**src/rtl/cap_tmr_pkg.sv**
```systemverilog
package cap_tmr_pkg;

    localparam int XC_N   = 3;
    localparam int MODE_W = 16;
    localparam int FLAG_W = 8;
    localparam int TAP_N  = 5;

    typedef enum logic [2:0] {
        A_CMD  = 3'd0,
        A_MODE = 3'd1,
        A_CNT  = 3'd2,
        A_CAPA = 3'd3,
        A_CAPB = 3'd4,
        A_CMPC = 3'd5,
        A_STAT = 3'd6,
        A_IEN  = 3'd7
    } reg_addr_e;

    typedef enum logic [1:0] {
        CLK_OFF  = 2'd0,
        CLK_RUN  = 2'd1,
        CLK_HALT = 2'd2
    } clk_state_e;

    typedef enum logic {
        SEQ_WAIT_A = 1'b0,
        SEQ_WAIT_B = 1'b1
    } seq_state_e;

    // Mode word, most significant field first (bit 15 down to bit 0).
    typedef struct packed {
        logic       trg_src;
        logic [1:0] trg_edge;
        logic       cmp_restart;
        logic       dis_on_b;
        logic       stop_on_b;
        logic [1:0] b_edge;
        logic [1:0] a_edge;
        logic [1:0] gate;
        logic       inv;
        logic [2:0] src;
    } mode_t;

    localparam int ST_OVF   = 0;
    localparam int ST_LOVR  = 1;
    localparam int ST_CMPA  = 2;
    localparam int ST_CMPB  = 3;
    localparam int ST_CMPC  = 4;
    localparam int ST_LDA   = 5;
    localparam int ST_LDB   = 6;
    localparam int ST_ETRG  = 7;
    localparam int ST_CLKON = 16;
    localparam int ST_LVLA  = 17;
    localparam int ST_LVLB  = 18;

    // Prescaler bit whose rising edge gives divide by 2, 8, 32, 128, 1024.
    function automatic int tap_bit(input int idx);
        return (idx == TAP_N - 1) ? 9 : 2 * idx;
    endfunction

    function automatic logic edge_hit(input logic [1:0] sel, input logic rise, input logic fall);
        return (sel[0] & rise) | (sel[1] & fall);
    endfunction

endpackage

```
**src/rtl/cap_tmr_clk.sv**
```systemverilog
module cap_tmr_clk
    import cap_tmr_pkg::*;
#(
    parameter int PRE_W = 10
) (
    input  logic            clk,
    input  logic            rst_n,
    input  logic [2:0]      src,
    input  logic            inv,
    input  logic [1:0]      gate,
    input  logic [XC_N-1:0] xc,
    output logic            tick
);
    localparam int DIV_W = (PRE_W < 10) ? 10 : PRE_W;

    logic [DIV_W-1:0] div;
    logic [TAP_N-1:0] tap;
    logic             lvl, lvl_q, gate_ok, edge_seen;
    logic             unused_div;

    always_ff @(posedge clk or negedge rst_n) begin
        if (!rst_n) begin
            div   <= '0;
            lvl_q <= 1'b0;
        end else begin
            div   <= div + 1'b1;
            lvl_q <= lvl;
        end
    end

    for (genvar i = 0; i < TAP_N; i++) begin : g_tap
        assign tap[i] = div[tap_bit(i)];
    end

    assign unused_div = ^div;

    always_comb begin
        unique case (src)
            3'd0: lvl = tap[0];
            3'd1: lvl = tap[1];
            3'd2: lvl = tap[2];
            3'd3: lvl = tap[3];
            3'd4: lvl = tap[4];
            3'd5: lvl = xc[0];
            3'd6: lvl = xc[1];
            default: lvl = xc[2];
        endcase
    end

    always_comb begin
        unique case (gate)
            2'd0: gate_ok = 1'b1;
            2'd1: gate_ok = xc[0];
            2'd2: gate_ok = xc[1];
            default: gate_ok = xc[2];
        endcase
    end

    assign edge_seen = inv ? (lvl_q & ~lvl) : (lvl & ~lvl_q);
    assign tick      = edge_seen & gate_ok;

    // a closed gate lets no count through
    assert_gate_closed_R4: assert property (@(posedge clk) disable iff (!rst_n)
        (gate == 2'd1 && !xc[0]) |-> !tick);

endmodule

```
**src/rtl/cap_tmr_edge.sv**
```systemverilog
module cap_tmr_edge (
    input  logic clk,
    input  logic rst_n,
    input  logic sig,
    output logic lvl,
    output logic rise,
    output logic fall
);
    logic sig_q;

    always_ff @(posedge clk or negedge rst_n) begin
        if (!rst_n) sig_q <= 1'b0;
        else        sig_q <= sig;
    end

    assign lvl  = sig_q;
    assign rise = sig & ~sig_q;
    assign fall = ~sig & sig_q;

endmodule

```
**src/rtl/cap_tmr_ctl.sv**
```systemverilog
module cap_tmr_ctl
    import cap_tmr_pkg::*;
(
    input  logic clk,
    input  logic rst_n,
    input  logic cmd_en,
    input  logic cmd_dis,
    input  logic trig,
    input  logic a_req,
    input  logic b_req,
    input  logic stop_on_b,
    input  logic dis_on_b,
    output logic run,
    output logic clk_on,
    output logic load_a,
    output logic load_b
);
    clk_state_e clk_st, clk_nx;
    seq_state_e seq_st, seq_nx;

    always_ff @(posedge clk or negedge rst_n) begin
        if (!rst_n) begin
            clk_st <= CLK_OFF;
            seq_st <= SEQ_WAIT_A;
        end else begin
            clk_st <= clk_nx;
            seq_st <= seq_nx;
        end
    end

    always_comb begin
        clk_nx = clk_st;
        unique case (clk_st)
            CLK_OFF:  if (cmd_en && !cmd_dis) clk_nx = CLK_RUN;
            CLK_RUN: begin
                if (cmd_dis)                     clk_nx = CLK_OFF;
                else if (load_b && dis_on_b)     clk_nx = CLK_OFF;
                else if (load_b && stop_on_b)    clk_nx = CLK_HALT;
            end
            CLK_HALT: begin
                if (cmd_dis)   clk_nx = CLK_OFF;
                else if (trig) clk_nx = CLK_RUN;
            end
            default: clk_nx = CLK_OFF;
        endcase
    end

    always_comb begin
        seq_nx = seq_st;
        unique case (seq_st)
            SEQ_WAIT_A: if (!trig && a_req) seq_nx = SEQ_WAIT_B;
            SEQ_WAIT_B: begin
                if (trig)       seq_nx = SEQ_WAIT_A;
                else if (b_req) seq_nx = SEQ_WAIT_A;
            end
            default: seq_nx = SEQ_WAIT_A;
        endcase
    end

    always_comb begin
        run    = (clk_st == CLK_RUN);
        clk_on = (clk_st != CLK_OFF);
        load_a = (seq_st == SEQ_WAIT_A) && a_req;
        load_b = (seq_st == SEQ_WAIT_B) && b_req;
    end

    // disable command always ends in CLK_OFF
    assert_disable_wins_R2: assert property (@(posedge clk) disable iff (!rst_n)
        cmd_dis |=> (clk_st == CLK_OFF));

    // B load with stop option halts a running clock
    assert_halt_on_b_R7: assert property (@(posedge clk) disable iff (!rst_n)
        (clk_st == CLK_RUN && load_b && stop_on_b && !dis_on_b && !cmd_dis) |=> (clk_st == CLK_HALT));

    // an off clock stays off without an enable, triggers notwithstanding
    assert_off_holds_R8: assert property (@(posedge clk) disable iff (!rst_n)
        (clk_st == CLK_OFF && !cmd_en) |=> (clk_st == CLK_OFF));

    // after an A load without trigger, the next load can only be B
    assert_a_then_b_R5: assert property (@(posedge clk) disable iff (!rst_n)
        (load_a && !trig) |=> !load_a);

endmodule

```
**src/rtl/cap_tmr_chan.sv**
```systemverilog
module cap_tmr_chan
    import cap_tmr_pkg::*;
#(
    parameter int CNT_W  = 16,
    parameter int DATA_W = 32,
    parameter int PRE_W  = 10
) (
    input  logic              clk,
    input  logic              rst_n,
    input  logic              wr_en,
    input  logic              rd_en,
    input  logic [2:0]        addr,
    input  logic [DATA_W-1:0] wdata,
    output logic [DATA_W-1:0] rdata,
    input  logic [XC_N-1:0]   xclk,
    input  logic              in_a,
    input  logic              in_b,
    output logic              irq
);
    localparam int DW_MIN = (CNT_W > ST_LVLB + 1) ? CNT_W : ST_LVLB + 1;
    localparam logic [CNT_W-1:0] CNT_MAX = {CNT_W{1'b1}};

    mode_t              mode;
    logic [CNT_W-1:0]   cnt, cap_a, cap_b, cmp_c, nxt;
    logic [FLAG_W-1:0]  flags, ien, evt;
    logic               trg_pend;
    logic [1:0]         pin, p_lvl, p_rise, p_fall;
    logic               tick, tick_run, run, clk_on, load_a, load_b;
    logic               wr_cmd, cmd_en, cmd_dis, sw_trg, ext_trg, rc_trg, trig;
    logic               hit_a, hit_b, hit_c, ovf_evt, lovr_evt, rd_stat;
    logic               unused_wdata;

    initial begin
        if (DATA_W < DW_MIN) $error("DATA_W too small for counter and status");
    end

    assign unused_wdata = ^wdata;

    cap_tmr_clk #(.PRE_W(PRE_W)) u_clk (
        .clk(clk), .rst_n(rst_n), .src(mode.src), .inv(mode.inv),
        .gate(mode.gate), .xc(xclk), .tick(tick)
    );

    assign pin = {in_b, in_a};
    for (genvar i = 0; i < 2; i++) begin : g_pin
        cap_tmr_edge u_edge (
            .clk(clk), .rst_n(rst_n), .sig(pin[i]),
            .lvl(p_lvl[i]), .rise(p_rise[i]), .fall(p_fall[i])
        );
    end

    assign wr_cmd  = wr_en && (addr == A_CMD);
    assign cmd_en  = wr_cmd && wdata[0];
    assign cmd_dis = wr_cmd && wdata[1];
    assign sw_trg  = wr_cmd && wdata[2];
    assign rd_stat = rd_en && (addr == A_STAT);

    assign ext_trg = mode.trg_src ? edge_hit(mode.trg_edge, p_rise[0], p_fall[0])
                                  : edge_hit(mode.trg_edge, p_rise[1], p_fall[1]);

    assign tick_run = tick && run;
    assign nxt      = trg_pend ? '0 : cnt + 1'b1;
    assign hit_a    = tick_run && (nxt == cap_a);
    assign hit_b    = tick_run && (nxt == cap_b);
    assign hit_c    = tick_run && (nxt == cmp_c);
    assign rc_trg   = mode.cmp_restart && hit_c;
    assign trig     = sw_trg || ext_trg || rc_trg;
    assign ovf_evt  = tick_run && !trg_pend && (cnt == CNT_MAX);
    assign lovr_evt = (load_a && flags[ST_LDA]) || (load_b && flags[ST_LDB]);

    cap_tmr_ctl u_ctl (
        .clk(clk), .rst_n(rst_n), .cmd_en(cmd_en), .cmd_dis(cmd_dis), .trig(trig),
        .a_req(edge_hit(mode.a_edge, p_rise[0], p_fall[0])),
        .b_req(edge_hit(mode.b_edge, p_rise[0], p_fall[0])),
        .stop_on_b(mode.stop_on_b), .dis_on_b(mode.dis_on_b),
        .run(run), .clk_on(clk_on), .load_a(load_a), .load_b(load_b)
    );

    always_comb begin
        evt          = '0;
        evt[ST_OVF]  = ovf_evt;
        evt[ST_LOVR] = lovr_evt;
        evt[ST_CMPA] = hit_a;
        evt[ST_CMPB] = hit_b;
        evt[ST_CMPC] = hit_c;
        evt[ST_LDA]  = load_a;
        evt[ST_LDB]  = load_b;
        evt[ST_ETRG] = ext_trg;
    end

    always_ff @(posedge clk or negedge rst_n) begin
        if (!rst_n) begin
            mode  <= '0;
            cmp_c <= '0;
            ien   <= '0;
        end else if (wr_en) begin
            unique case (addr)
                A_MODE:  mode  <= mode_t'(wdata[MODE_W-1:0]);
                A_CMPC:  cmp_c <= wdata[CNT_W-1:0];
                A_IEN:   ien   <= wdata[FLAG_W-1:0];
                default: ;
            endcase
        end
    end

    always_ff @(posedge clk or negedge rst_n) begin
        if (!rst_n) begin
            cnt      <= '0;
            cap_a    <= '0;
            cap_b    <= '0;
            flags    <= '0;
            trg_pend <= 1'b0;
        end else begin
            if (tick_run) cnt <= nxt;
            if (load_a)   cap_a <= cnt;
            if (load_b)   cap_b <= cnt;
            if (trig)          trg_pend <= 1'b1;
            else if (tick_run) trg_pend <= 1'b0;
            flags <= (rd_stat ? '0 : flags) | evt;
        end
    end

    always_comb begin
        rdata = '0;
        unique case (addr)
            A_CMD:  rdata = '0;
            A_MODE: rdata[MODE_W-1:0] = mode;
            A_CNT:  rdata[CNT_W-1:0]  = cnt;
            A_CAPA: rdata[CNT_W-1:0]  = cap_a;
            A_CAPB: rdata[CNT_W-1:0]  = cap_b;
            A_CMPC: rdata[CNT_W-1:0]  = cmp_c;
            A_STAT: begin
                rdata[FLAG_W-1:0] = flags;
                rdata[ST_CLKON]   = clk_on;
                rdata[ST_LVLA]    = p_lvl[0];
                rdata[ST_LVLB]    = p_lvl[1];
            end
            default: rdata[FLAG_W-1:0] = ien;
        endcase
    end

    assign irq = |(flags & ien);

    // a pending trigger turns the next count edge into a zero load
    assert_trig_zero_R9: assert property (@(posedge clk) disable iff (!rst_n)
        (trg_pend && tick && run) |=> (cnt == '0));

    // the counter holds while the clock is not running
    assert_frozen_R2: assert property (@(posedge clk) disable iff (!rst_n)
        !run |=> $stable(cnt));

    // counting past all ones raises the overflow flag
    assert_ovf_flag_R12: assert property (@(posedge clk) disable iff (!rst_n)
        (tick && run && !trg_pend && cnt == CNT_MAX) |=> flags[ST_OVF]);

    // a status read with no new event leaves all event flags clear
    assert_clear_on_read_R13: assert property (@(posedge clk) disable iff (!rst_n)
        (rd_en && addr == A_STAT && evt == '0) |=> (flags == '0));

endmodule

```
**config.mk**
```make
export PLATFORM = sky130hd
export DESIGN_NAME = cap_tmr_chan
export DESIGN_NICKNAME = d
export VERILOG_FILES = /design/src/rtl/cap_tmr_pkg.sv /design/src/rtl/cap_tmr_clk.sv /design/src/rtl/cap_tmr_edge.sv /design/src/rtl/cap_tmr_ctl.sv /design/src/rtl/cap_tmr_chan.sv
export SDC_FILE = /design/constraint.sdc
export NUM_CORES = 1
export LEC_CHECK = 0
export BUFFER_PORTS_ARGS = -buffer_cell sky130_fd_sc_hd__buf_2
export CORE_ASPECT_RATIO = 0.8
export CORE_MARGIN = 5
export CORE_UTILIZATION = 55
export CTS_BUF_LIST = sky130_fd_sc_hd__clkbuf_8
export CTS_CLUSTER_DIAMETER = 150
export DETAILED_ROUTE_END_ITERATION = 6
export MAX_ROUTING_LAYER = met4
export PLACE_DENSITY = 0.76
export SETUP_SLACK_MARGIN = 0.3
export SLEW_MARGIN = 20
export SYNTH_ARGS = -nofsm -noshare
export SYNTH_HDL_FRONTEND = slang
export SYNTH_SLANG_ARGS = --single-unit
```
**constraint.sdc**
```tcl
create_clock -name clk -period 5.5 [get_ports clk]
set_input_delay 0.825 -clock clk [delete_from_list [all_inputs] [get_ports clk]]
set_output_delay 0.825 -clock clk [all_outputs]
set_load 0.02 [all_outputs]
```
After elaboration in Yosys (flattened, before gate mapping)
Cells that the tools add are included.
- bits in registers: 113
- input bits: 44
- output and inout bits: 33
- logic and storage cells: 136
- add/subtract/negate cells: 2
- equal/unequal tests: 24
- muxes and demuxes: 22
- bitwise logic cells: 28
- reductions and logical operators: 37
- operator list (cell ; number):
    $pmux 8 s7 ; 1
    $eq 16x16->1 ; 3
    $pmux 8 s5 ; 1
    $eq 3x3->1 const B ; 7
    $logic_and 1x1->1 ; 20
    $add 16x1->16 const B ; 1
    $eq 16x16->1 const B ; 1
    $mux 16 ; 1
    $and 1x1->1 ; 15
    $eq 3x2->1 const B ; 4
    $mux 2 ; 6
    $add 10x1->10 const B ; 1
    $and 8x8->8 ; 1
    $mux 8 ; 1
    $or 8x8->8 ; 1
    $reduce_or 8->1 ; 1
    $mux 1 ; 7
    $not 1->1 ; 7
    $pmux 1 s7 ; 1
    $eq 3x1->1 const B ; 2
    $logic_not 3->1 ; 2
    $pmux 2 s3 ; 1
    $reduce_and 2->1 ; 3
    $eq 2x1->1 const B ; 2
    13 further kinds ; 23

Depth between registers and ports, before layout
- depth after elaboration: 14
- mapped depth: 9
- gate-level depth less buffers: 8

By module
A second synthesis with hierarchy kept.
- cell total of the unflattened synthesis: 624
- area total of the unflattened synthesis: 6602.6 µm²
- by module, submodules not included (module ; times used ; cells an instance ; area each (µm²) ; seq. area each (µm²)):
    cap_tmr_chan ; 1 ; 557 ; 5814.3 ; 2427.3
    cap_tmr_clk ; 1 ; 44 ; 533.0 ; 275.3
    cap_tmr_ctl ; 1 ; 17 ; 175.2 ; 75.1
    cap_tmr_edge ; 2 ; 3 ; 40.0 ; 25.0

Least setup slack after synthesis
Ideal clock, no wire load.
- kind: input-to-output
- start point: input port addr[0]
- end point: output port rdata[1]
- data arrival time: 2411 ps
- data required time: 4675 ps
- setup slack: 2264 ps
- stages on the path: 5
- buffers on the path: 3
- cell sequence: buf_1 clkbuf_1 buf_1 a32oi_1 a21oi_1
- word-level cells in the longest chain between the ends: 2
- elaborated cells on any way between the ends: 8
- classes of those cells: eq/ne: 6; mux: 1; reduce/logical: 1
- RTL lines (element ; RTL line ; text):
    from (decl) ; cap_tmr_chan.sv:12 ; input logic [2:0] addr,
    $eq 3x3->1, or another cell as far along ; cap_tmr_chan.sv:125 ; unique case (addr)
    $pmux 8 s7 (*) ; cap_tmr_chan.sv:125 ;
    to (decl) ; cap_tmr_chan.sv:14 ; output logic [DATA_W-1:0] rdata,
Every way passes the cells marked *; elsewhere a longest branch is shown, timed or not.

Worst setup path after layout
- start point: input port addr[1]
- end point: output port rdata[3]
The elaborated chain is that of the path after synthesis.

==> summary.md <==
| Metric | Value |
|---|---|
| Fin crit period | `3.53 ns` |
| Port Buf Inserts | `47` |
| Fin worst setup slack | `1.97 ns` |
| Async SR Flop Fraction | `1.00` |
| Core Box Area | `12100 µm²` |
| Clock Root Buffer | `clkbuf_8` |
| Max-cap violations | `0` |
| Yosys warns | `0` |
| Fmax achieved | `283 MHz` |
| Row Count | `36` |
| Worst EP required | `4.68 ns` |
| Pins Over Slew Limit | `0` |
| Total GRT Usage | `0.285` |
| # nets final | `760` |
| DR vias | `around 6000` |
| Peak supply drop | `just under 200 µV` |
| WL/cell | `between 20 and 25 µm` |
| Netlist cell types | `65` |
| Critical path cell sequence | `buf_2, nor2b_1, a22oi_1, o21ai_0, buf_2` |
| Final hold viol count | `0` |
| Setup crit end kind | `output port` |
| Pwr Density | `around 370 nW/µm²` |
| CP bufs+invs | `2` |
| Critical path's largest stage delay | `0.81 ns` |
| Slowest cell on crit path | `nor2b_1` |
| R2R Setup Slk | `approximately 2.3 ns` |
| Vias in the first global route | `5558` |
| Area Overhead vs Synth | `10.6%` |
| Mapped Cells | `689` |
| DP HPWL | `13700 µm` |
| Fin crit share | `0.642` |
| Largest net degree at the start of global routing | `72` |
| CP startpoint | `addr[1]` |
| Gr ovfl total | `0` |
| EDFF count, synth | `0` |
| Setup TNS | `0 ns` |
| Share of layout cells above drive strength 1 | `0.228` |
| CTS H-Tree Depth | `4` |
| Post-Route WL | `just under 20000 µm` |
| DP Worst Slack | `2.11 ns` |
| # resized after CTS | `0` |
| Unrepaired setup endpoints after global routing | `false` |
| Outcome | `finished, final reports clean` |
| Crit path arrival time | `about 2.7 ns` |
| Drt pass-1 iters | `6` |
| CTS max path bufs | `2` |
| Critical path's most frequent cell | `buf_2` |
| Reg-to-Reg Start | `cnt[0]` |
| Hold Crit Class | `reg -> reg` |
| CTS tree | `done` |
| Top-area cell type share of the netlist area | `0.421` |
| Die Width | `134 µm` |
| Placer Congestion | `about 1` |
| Switch Pwr | `923 µW` |
| Critical path's top delay family | `simple AND/OR/NAND/NOR gates` |
| Synth Cell Area | `6720 µm²` |
| Comb power frac | `0.229` |
| Startpoint types | `input pin` |
| CP Class | `in -> out` |
| Antenna-violating nets left | `0` |
| Antenna cell count | `0` |
| Most frequent cell after synthesis | `dfrtp_1` |
| Initial Utilization | `0.557` |
| Clock Power Share | `0.360` |
| Synth cell count leaders | `113 x dfrtp_1, 85 x nand2_1, 67 x mux2_2, 41 x o21ai_0, 36 x nor2_1` |
| Worst rel slew slack | `0.328` |
| Synth Register Bits | `113` |
| Finish-stage setup viols | `0` |
| Lkg Pwr | `0.00334 µW` |
| Post-Syn Area per Cell | `about 9.8 µm²` |
| Crit-path max FO | `35` |
| DR vias/cell | `6.66` |
| DRC errors left | `0` |
| Largest area contributor in the netlist | `dfrtp_1` |
| Die Y | `109 µm` |
| Clk slew on worst S/H paths | `about 0.08 ns` |
| Antenna violations before repair | `0` |
| Worst clock skew | `0.0123 ns` |
| CTS Sinks | `113` |
| Sw Share | `0.334` |
| Ports | `77` |
| Worst-margin pin slew | `about 1.0 ns` |
| Seq/Total Area, Yosys | `0.421` |
| Ranking of synthesized cells by area | `dfrtp_1 42%, mux2_2 11%, nand2_1 4.7%` |
| Sequential Power Share | `0.410` |
| Total CTS buffers | `17` |
| Pint | `1840 µW` |
| WP depth | `5` |
| Worst-Skew Late Latency | `between 0.4 and 0.5 ns` |
| Hold wc startpoint | `u_clk.div[8]` |
| Hold Buf Count CTS | `0` |
| First-pass GRT wire length | `31000 µm` |
| Top FF cell, synth | `dfrtp_1` |
| R2R depth | `8` |
| Die Footprint | `14500 µm²` |
| Post-CTS setup buffers | `0` |
| Initial DRC Count | `around 780` |
| Hold Crit Depth | `1` |
## layout make-up
class | count | area [µm²]
clock buffer | 20 | 275
clock inverter | 12 | 225
fill | 944 | 4640
inverter | 14 | 52.6
multi-input combinational | 516 | 3590
sequential | 113 | 2830
tap | 152 | 190
timing repair buffer | 52 | 275
## routing by layer
metal	share of wire	track usage	routed length, µm	vias up
met1	0.44	0.419	8490	2882
met3	0.11	0.0563	2170	50
met5	0	-	0	-
met2	0.43	0.402	8270	410
li1	-	-	-	2512
met4	0.023	0.0808	443	0
## registers in the layout, indices dropped and copies added (netlist names)
name,count
u_clk.div,10
cap_a,16
cap_b,16
g_pin.u_edge.lvl,2
ien,8
u_ctl.clk_st,2
cnt,16
u_clk.lvl_q,1
cmp_c,16
u_ctl.seq_st,1
trg_pend,1
flags,8
mode,16
## logic make-up after synthesis
logic type / share of synthesized area
simple gates: 0.174
compound gates: 0.129
flops: 0.421
mux: 0.157
buf+inv: 0.0531
xor+xnor: 0.0612
fa+ha+maj: 0.00372
other cells: 0.000558
## through the flow
step / utilization / power (µW) / cell area (µm²) / hold WS, ns / cells
3_5_place_dp: 0.574 / 1760 / 6930 / 0.476 / 847
2_1_floorplan: - / 1530 / 6770 / 0.441 / 701
4_1_cts: 0.616 / 2750 / 7430 / 0.491 / 879
6_report: 0.616 / 2760 / 7430 / 0.486 / 879
5_1_grt: 0.616 / 2860 / 7430 / 0.505 / 879
3_3_place_gp: 0.574 / 1720 / 6930 / 0.462 / 847
## final timing paths
check / end
max: rdata[3]
min: u_clk.div[8]
max reg2reg: u_ctl.seq_st
min reg2reg: u_clk.div[8]
max in group asynchronous: cmp_c[4]
min in group asynchronous: cap_b[15]
## power groups by stage
| stage | clock network [µW] | registers (µW) | logic, µW |
|---|---|---|---|
| 6_report | 996 | 1130 | 634 |
| 3_3_place_gp | 0 | 1130 | 591 |
| 2_1_floorplan | 0 | 1060 | 468 |
| 3_5_place_dp | 0 | 1140 | 618 |
| 5_1_grt | 1030 | 1150 | 682 |
| 4_1_cts | 999 | 1130 | 622 |
## cell usage in the layout, fill, tap and decap left out, types with 13 or more instances in the layout
cell,synthesis,final
a21oi_1,20,20
a22oi_1,20,20
buf_2,6,46
clkbuf_8,0,20
conb_1,1,13
dfrtp_1,113,113
inv_1,14,14
mux2_2,67,67
mux2i_1,14,14
nand2_1,85,85
nand3_1,19,19
nand4_1,18,18
nor2_1,36,36
o21ai_0,41,41
xnor2_1,27,27
xor2_1,20,20
## worst reg2reg max path, delay by kind of cell, from the launching register on
family / cells / cell delay (ns)
simple gates: 4 / 1.32
flops: 1 / 0.63
mux: 1 / 0.41
fa+ha+maj: 1 / 0.36
compound gates: 1 / 0.26
xor+xnor: 1 / 0.17
Note: power is estimated with default switching activity, not from simulation.
